### src/rtl/acx_pkg.sv
`timescale 1ns/1ps
package acx_pkg;
    // strobe positions; the sequencer relies on this map
    localparam int S_AND = 0;
    localparam int S_ADD = 1;
    localparam int S_LDD = 2;
    localparam int S_LDI = 3;
    localparam int S_CPL = 4;
    localparam int S_ROR = 5;
    localparam int S_ROL = 6;
    localparam int S_CLR = 7;
    localparam int S_INC = 8;
    localparam int OP_N  = 9;

    typedef enum logic [3:0] {
        OP_HOLD,
        OP_AND,
        OP_ADD,
        OP_LDD,
        OP_LDI,
        OP_CPL,
        OP_ROR,
        OP_ROL,
        OP_CLR,
        OP_INC,
        OP_BAD
    } acx_op_e;
endpackage

### src/rtl/acx_decode.sv
`timescale 1ns/1ps
module acx_decode
    import acx_pkg::*;
(
    input  logic [OP_N-1:0] strb,
    output acx_op_e         op,
    output logic            multi
);
    localparam logic [OP_N-1:0] ONE = OP_N'(1);

    always_comb begin
        multi = ($countones(strb) > 1);
        op    = OP_BAD;
        unique case (strb)
            '0:            op = OP_HOLD;
            (ONE << S_AND): op = OP_AND;
            (ONE << S_ADD): op = OP_ADD;
            (ONE << S_LDD): op = OP_LDD;
            (ONE << S_LDI): op = OP_LDI;
            (ONE << S_CPL): op = OP_CPL;
            (ONE << S_ROR): op = OP_ROR;
            (ONE << S_ROL): op = OP_ROL;
            (ONE << S_CLR): op = OP_CLR;
            (ONE << S_INC): op = OP_INC;
            default:        op = OP_BAD;
        endcase
    end
endmodule

### src/rtl/acx_alu.sv
`timescale 1ns/1ps
module acx_alu
    import acx_pkg::*;
#(
    parameter int W  = 16,
    parameter int IW = 8
) (
    input  acx_op_e        op,
    input  logic [W-1:0]   ac,
    input  logic           e,
    input  logic [W-1:0]   dr,
    input  logic [IW-1:0]  inp,
    input  logic           e_clr,
    input  logic           e_cpl,
    output logic [W-1:0]   ac_nx,
    output logic           e_nx
);
    localparam int PAD = W - IW;

    logic [W:0] sum;
    logic       e_cmd;

    always_comb begin
        sum   = {1'b0, ac} + {1'b0, dr};
        // clear is applied before complement
        e_cmd = e_clr ? 1'b0 : e;
        e_cmd = e_cpl ? ~e_cmd : e_cmd;
    end

    always_comb begin
        ac_nx = ac;
        e_nx  = e_cmd;
        unique case (op)
            OP_HOLD: ac_nx = ac;
            OP_AND:  ac_nx = ac & dr;
            OP_ADD:  {e_nx, ac_nx} = sum;
            OP_LDD:  ac_nx = dr;
            OP_LDI:  ac_nx = {{PAD{1'b0}}, inp};
            OP_CPL:  ac_nx = ~ac;
            OP_ROR: begin
                ac_nx = {e, ac[W-1:1]};
                e_nx  = ac[0];
            end
            OP_ROL: begin
                ac_nx = {ac[W-2:0], e};
                e_nx  = ac[W-1];
            end
            OP_CLR:  ac_nx = '0;
            OP_INC:  ac_nx = ac + W'(1);
            OP_BAD: begin
                ac_nx = ac;
                e_nx  = e;
            end
            default: begin
                ac_nx = ac;
                e_nx  = e;
            end
        endcase
    end
endmodule

### src/rtl/acx_status.sv
`timescale 1ns/1ps
module acx_status #(
    parameter int W = 16
) (
    input  logic [W-1:0] ac,
    input  logic         e,
    output logic         pos,
    output logic         neg,
    output logic         zero,
    output logic         ezero
);
    always_comb begin
        neg   = ac[W-1];
        pos   = ~ac[W-1];
        zero  = ~|ac;
        ezero = ~e;
    end
endmodule

### src/rtl/acx_accum.sv
`timescale 1ns/1ps
module acx_accum
    import acx_pkg::*;
#(
    parameter int W  = 16,
    parameter int IW = 8
) (
    input  logic            clk,
    input  logic            rst_n,
    input  logic [8:0]      op_strb,
    input  logic            e_clr,
    input  logic            e_cpl,
    input  logic [W-1:0]    dr_in,
    input  logic [IW-1:0]   inpr_in,
    output logic [W-1:0]    ac_out,
    output logic            e_out,
    output logic            ac_pos,
    output logic            ac_neg,
    output logic            ac_zero,
    output logic            e_zero,
    output logic            op_err
);
    acx_op_e      op;
    logic         multi;
    logic [W-1:0] ac_q, ac_d;
    logic         e_q, e_d;

    acx_decode u_dec (
        .strb  (op_strb),
        .op    (op),
        .multi (multi)
    );

    acx_alu #(.W(W), .IW(IW)) u_alu (
        .op    (op),
        .ac    (ac_q),
        .e     (e_q),
        .dr    (dr_in),
        .inp   (inpr_in),
        .e_clr (e_clr),
        .e_cpl (e_cpl),
        .ac_nx (ac_d),
        .e_nx  (e_d)
    );

    // state register
    always_ff @(posedge clk) begin
        if (!rst_n) begin
            ac_q <= '0;
            e_q  <= 1'b0;
        end else begin
            ac_q <= ac_d;
            e_q  <= e_d;
        end
    end

    acx_status #(.W(W)) u_st (
        .ac    (ac_q),
        .e     (e_q),
        .pos   (ac_pos),
        .neg   (ac_neg),
        .zero  (ac_zero),
        .ezero (e_zero)
    );

    // outputs
    always_comb begin
        ac_out = ac_q;
        e_out  = e_q;
        op_err = multi;
    end
endmodule

### config.mk
export PLATFORM = sky130hd
export DESIGN_NAME = acx_accum
export DESIGN_NICKNAME = d
export VERILOG_FILES = /design/src/rtl/acx_pkg.sv /design/src/rtl/acx_decode.sv /design/src/rtl/acx_alu.sv /design/src/rtl/acx_status.sv /design/src/rtl/acx_accum.sv
export SDC_FILE = /design/constraint.sdc
export NUM_CORES = 1
export LEC_CHECK = 0
export BUFFER_PORTS_ARGS = -buffer_cell sky130_fd_sc_hd__buf_4
export CAP_MARGIN = 10
export CORE_MARGIN = 2
export CORE_UTILIZATION = 30
export CTS_CLUSTER_SIZE = 14
export DETAILED_ROUTE_END_ITERATION = 8
export GPL_ROUTABILITY_DRIVEN = 0
export PLACE_DENSITY = 0.48
export SYNTH_ARGS = -nofsm -noshare
export SYNTH_HDL_FRONTEND = slang
export SYNTH_SLANG_ARGS = --single-unit
export TNS_END_PERCENT = 50
### constraint.sdc
create_clock -name clk -period 2.35 [get_ports clk]
set_clock_uncertainty 0.05 [all_clocks]
set_input_delay 0.235 -clock clk [delete_from_list [all_inputs] [get_ports clk]]
set_output_delay 0.235 -clock clk [all_outputs]
set_load 0.1 [all_outputs]
Yosys cells after proc, flatten, opt, wreduce, memory -nomap -nowiden. Index checks and enable logic that the tools add are counted.

Input port bits: 37. Flip-flop bits (word level): 17. Word-level logic and storage cells: 48. Output and inout port bits: 22.

Multiplexer cells: 5. Equality and inequality tests: 18. Reductions and logical operators: 7. $add $sub $neg: 10. Order comparisons: 1. Bitwise logic cells: 5.

Operators with widths (count): $pmux 16 s9 (1); $add 32x32->32 (3); $pmux 4 s10 (1); $add 32x1->32 (1); $gt 32x2->1 const B (1); $add 16x16->17 (1); $add 16x1->16 const B (1); $and 16x16->16 (1); $eq 4x3->1 const B (4); $not 16->16 (1); $reduce_or 16->1 (1); $eq 9x1->1 const B (1); $eq 9x2->1 const B (1); $eq 9x3->1 const B (1); $eq 9x4->1 const B (1); $eq 9x5->1 const B (1); $eq 9x6->1 const B (1); $eq 9x7->1 const B (1); $eq 9x8->1 const B (1); $eq 9x9->1 const B (1); $logic_not 9->1 (1); $reduce_bool 9->1 (1); $add 1x1->2 (4); $eq 4x2->1 const B (2); other kinds (9) (13).

Logic depth before layout (Yosys ltp).
Word-level depth: 5. Gate-level depth with buffers: 13. Depth with buffers taken out: 10.

By module. From an unflattened synthesis, not the netlist that was laid out.

Cells, all modules: 476. Area total of the unflattened synthesis: 3540.9 um2.

Modules (own cells, without submodules): acx_alu (area each 2532.4 um2, instances 1, sequential area each 0.0 um2, cells an instance 369); acx_decode (area each 485.5 um2, instances 1, sequential area each 0.0 um2, cells an instance 64); acx_accum (area each 474.2 um2, instances 1, sequential area each 340.3 um2, cells an instance 35); acx_status (area each 48.8 um2, instances 1, sequential area each 0.0 um2, cells an instance 8).

Worst setup path before layout. OpenSTA, ideal clock, no wires.

Path kind: input to output. Start point: input port op_strb[6]. End point: output port op_err. Data required time: 2.065 ns. Slack: -0.875 ns. Arrival time: 2.940 ns. Path buffers: 0. Stages: 10. Path through: inv_1 ha_1 fa_1 inv_1 fa_1 inv_1 ha_1 inv_1 fa_1 nand3b_1.

Word-level cells in the longest chain between the ends: 5.

RTL lines: from (decl) (line acx_accum.sv:10) `input logic [8:0] op_strb,`; $add 1x1->2 (implied by the code) (line acx_decode.sv:12) `multi = ($countones(strb) > 1);`; $add 32x32->32 (implied by the code) (2 in series) (line acx_decode.sv:12); $add 32x1->32 (implied by the code) (line acx_decode.sv:12); $gt 32x2->1 (line acx_decode.sv:12); to (decl) (line acx_accum.sv:21) `output logic op_err`.

No other way between the ends.

Worst setup path in the final report.
Start point: input port op_strb[1]. End point: output port op_err.

The elaborated chain is that of the path after synthesis.

==> flow_summary.toml <==
[sta]
worst_pin_slew_ns = 0.361
setup_tns_ns = -0.520
setup_viol = 2
setup_ws_ns = -0.470
fmax_mhz = 355
finalHoldViolations = 0
fin_hold_ws_ns = 0.284
post-route-min-period_ns = 2.82
finalCritPeriodShare = 1.20
finalMaxSlewViolations = 0
slew_headroom = 0.759
grt_setup_unrepaired = "true"

[worst_setup_path]
arrival_ns = 2.54
critPathRequiredTime_ns = 2.07
path_cells = "buf_6 -> inv_12 -> ha_4 -> fa_2 -> inv_2 -> fa_2 -> inv_2 -> ha_4 -> inv_2 -> fa_1 -> nand3b_1 -> buf_12"
setup.worst_path.start_class = "primary input"
max_stage_delay_ns = 0.57
worstPathMaxFanout = 2
crit_path_top_delay_cell = "fa_2"
cp-end-kind = "output pin"
crit_buf_inv = 6
path_class = "in2out"
cpMostUsedCell = "inv_2"
path_delay_family = "adder cells"

[synthesis]
ys_seq_area_frac = 0.107
synthCells = 438
ys_seq_elements = 17
syn_nets = 516
async_reset_ff_frac = 0
ys.flop_type = "dfxtp_1"
ys_types = 63
synthesis.area_um2 = 3170
ys_warn_count = 0
syn_avg_cell_area_um2 = 7.23
synth_edf_count = 0

[global_route]
antenna_found_initial = 0
grt_pass1_wl_um = 19800
grt_pass1_vias = 3915
overflow = 0
grt_max_degree = 22
grtUsageTotal = 0.217

[placement]
dpl.hpwl_um = 9850
portBuffers = 58

[die]
die_height_um = 107
die_x_um = 107
start_util = 0.308
row_count = 37
dieArea_um2 = 11400
coreArea_um2 = 10300
num_io_pins = 59

[cells_and_area]
final_common_cell = "buf_4"
layout_common_cells = "156 x buf_4, 35 x o21ai_0, 33 x nand2_1"
drive_above_1_share = 0.467
area_delta_synth_final_pct = 61.4
diodes = 0
multi_input_area_um2 = 2930
fin_nets = 666
fillers = 1015
seq_area_um2 = 384
final_util = 0.497

[drt]
detail_route.vias_per_cell = 5.49
drcViolationCount = 0
first_pass_iters = 5
ant_nets = 0
vias = 3967
drtIter0Drc = 273
wire_per_inst_um = 17.1
wl_um = 12400

[worst_hold_path]
hold_class = "in2reg"

[clock_network]
clk_latency_ns = 0.27
cts_made_buffers = 3
cts_root_buf = "clkbuf_8"
clkSinkCount = 17
cts.clk_slew.worst_paths_ns = 0.09
cts_tree = "built"
postCtsHoldBufs = 0
htreeDepth = 1
ctsLongestPathBuffers = 2

[outcome]
failed_checks = "setup timing"
status = "complete, but fails checks"

[run]
cap_violations = 0

[pwr]
p_total_mw = 1.10
p_per_area_nw_per_um2 = 214
ir_drop_mv = 0.304
leakagePower_nw = 2.20
[logic make-up (layout without fill, tap and decap cells)]
group,count (synthesis),after routing,synth area share
flip-flops,17,17,0.107
XOR/XNOR,18,18,0.0498
buffers and inverters,62,211,0.0837
adder cells (fa/ha/maj),41,41,0.176
AO/OA/AOI/OAI,159,159,0.336
multiplexers,10,10,0.0320
AND/OR/NAND/NOR,131,131,0.215
[metal layers]
| metal | vias up | GRT usage | routed length [um] |
|---|---|---|---|
| li1 | 1938 | - | - |
| met2 | 115 | 0.359 | 5620 |
| met3 | 15 | 0.0213 | 576 |
| met5 | - | 0 | 0 |
| met4 | 0 | 0.0575 | 261 |
| met1 | 1899 | 0.301 | 5900 |
[where the power goes]
group	total [mW]	internal [mW]	switching, mW
sequential	0.283	0.281	0.00205
combinational	0.561	0.251	0.310
clock	0.252	0.121	0.131
total	1.10	0.653	0.443
[sequential cells by signal (all words and copies together), names as in the netlist]
| register | flops |
|---|---|
| ac_out | 16 |
| e_out | 1 |
[cells in the mapped netlist, types with 8 or more instances]
library cell | number | share of area
a21oi_1 | 29 | 0.046
a222oi_1 | 11 | 0.035
a31oi_1 | 8 | 0.016
o22ai_1 | 9 | 0.018
nand3_1 | 23 | 0.036
inv_1 | 30 | 0.036
ha_1 | 35 | 0.14
clkbuf_1 | 22 | 0.026
a22oi_1 | 8 | 0.019
xnor2_1 | 14 | 0.039
dfxtp_1 | 17 | 0.11
and3_1 | 8 | 0.016
o21ai_0 | 38 | 0.060
nand2_1 | 35 | 0.041
nor2_1 | 26 | 0.031
mux2i_1 | 9 | 0.028
[repair_timing]
action	in CTS	in global routing
pin swaps	13	22
setup buffers	2	3
setup endpoints to repair	9	17
gates resized for setup	39	40
gates cloned	0	0
hold endpoints to repair	0	0
[worst reg2reg max path, cell delays in order, from the launching register on]
cell and delay (ns):
dfxtp_4 0.36, ha_4 0.16, fa_2 0.38, a211oi_4 0.26, o21ai_2 0.10, a21oi_2 0.20, nor2_2 0.07, a311oi_2 0.24
xnor2_1 0.11, a211oi_1 0.25, o22ai_1 0.12
[per-stage QoR]
stage	setup slack [ns]	cell area, um2	std cells
global placement	-0.538	4700	715
floorplan	-0.762	3350	438
finish	-0.470	5110	723
CTS	-0.515	4920	721
global route	-0.538	5110	723
detailed placement	-0.565	4700	715
[area by class of cell]
cell class                 count  share of cell area
inverter                      30              0.0277
timing repair buffer         177               0.283
clock buffer                   4             0.00881
tap                          136              0.0333
multi-input combinational    359               0.572
sequential                    17              0.0751
[final timing paths]
kind | to | depth (start not counted) | slack [ns] | start
max | op_err | 12 | -0.47 | op_strb[1]
min reg2reg | ac_out[15]$_SDFFE_PN0P_ | 2 | 0.53 | ac_out[15]$_SDFFE_PN0P_
min | e_out$_SDFFE_PN0P_ | 2 | 0.28 | rst_n
max reg2reg | ac_out[12]$_SDFFE_PN0P_ | 10 | -0.05 | ac_out[0]$_SDFFE_PN0P_
(Power assumes the default switching activity.)
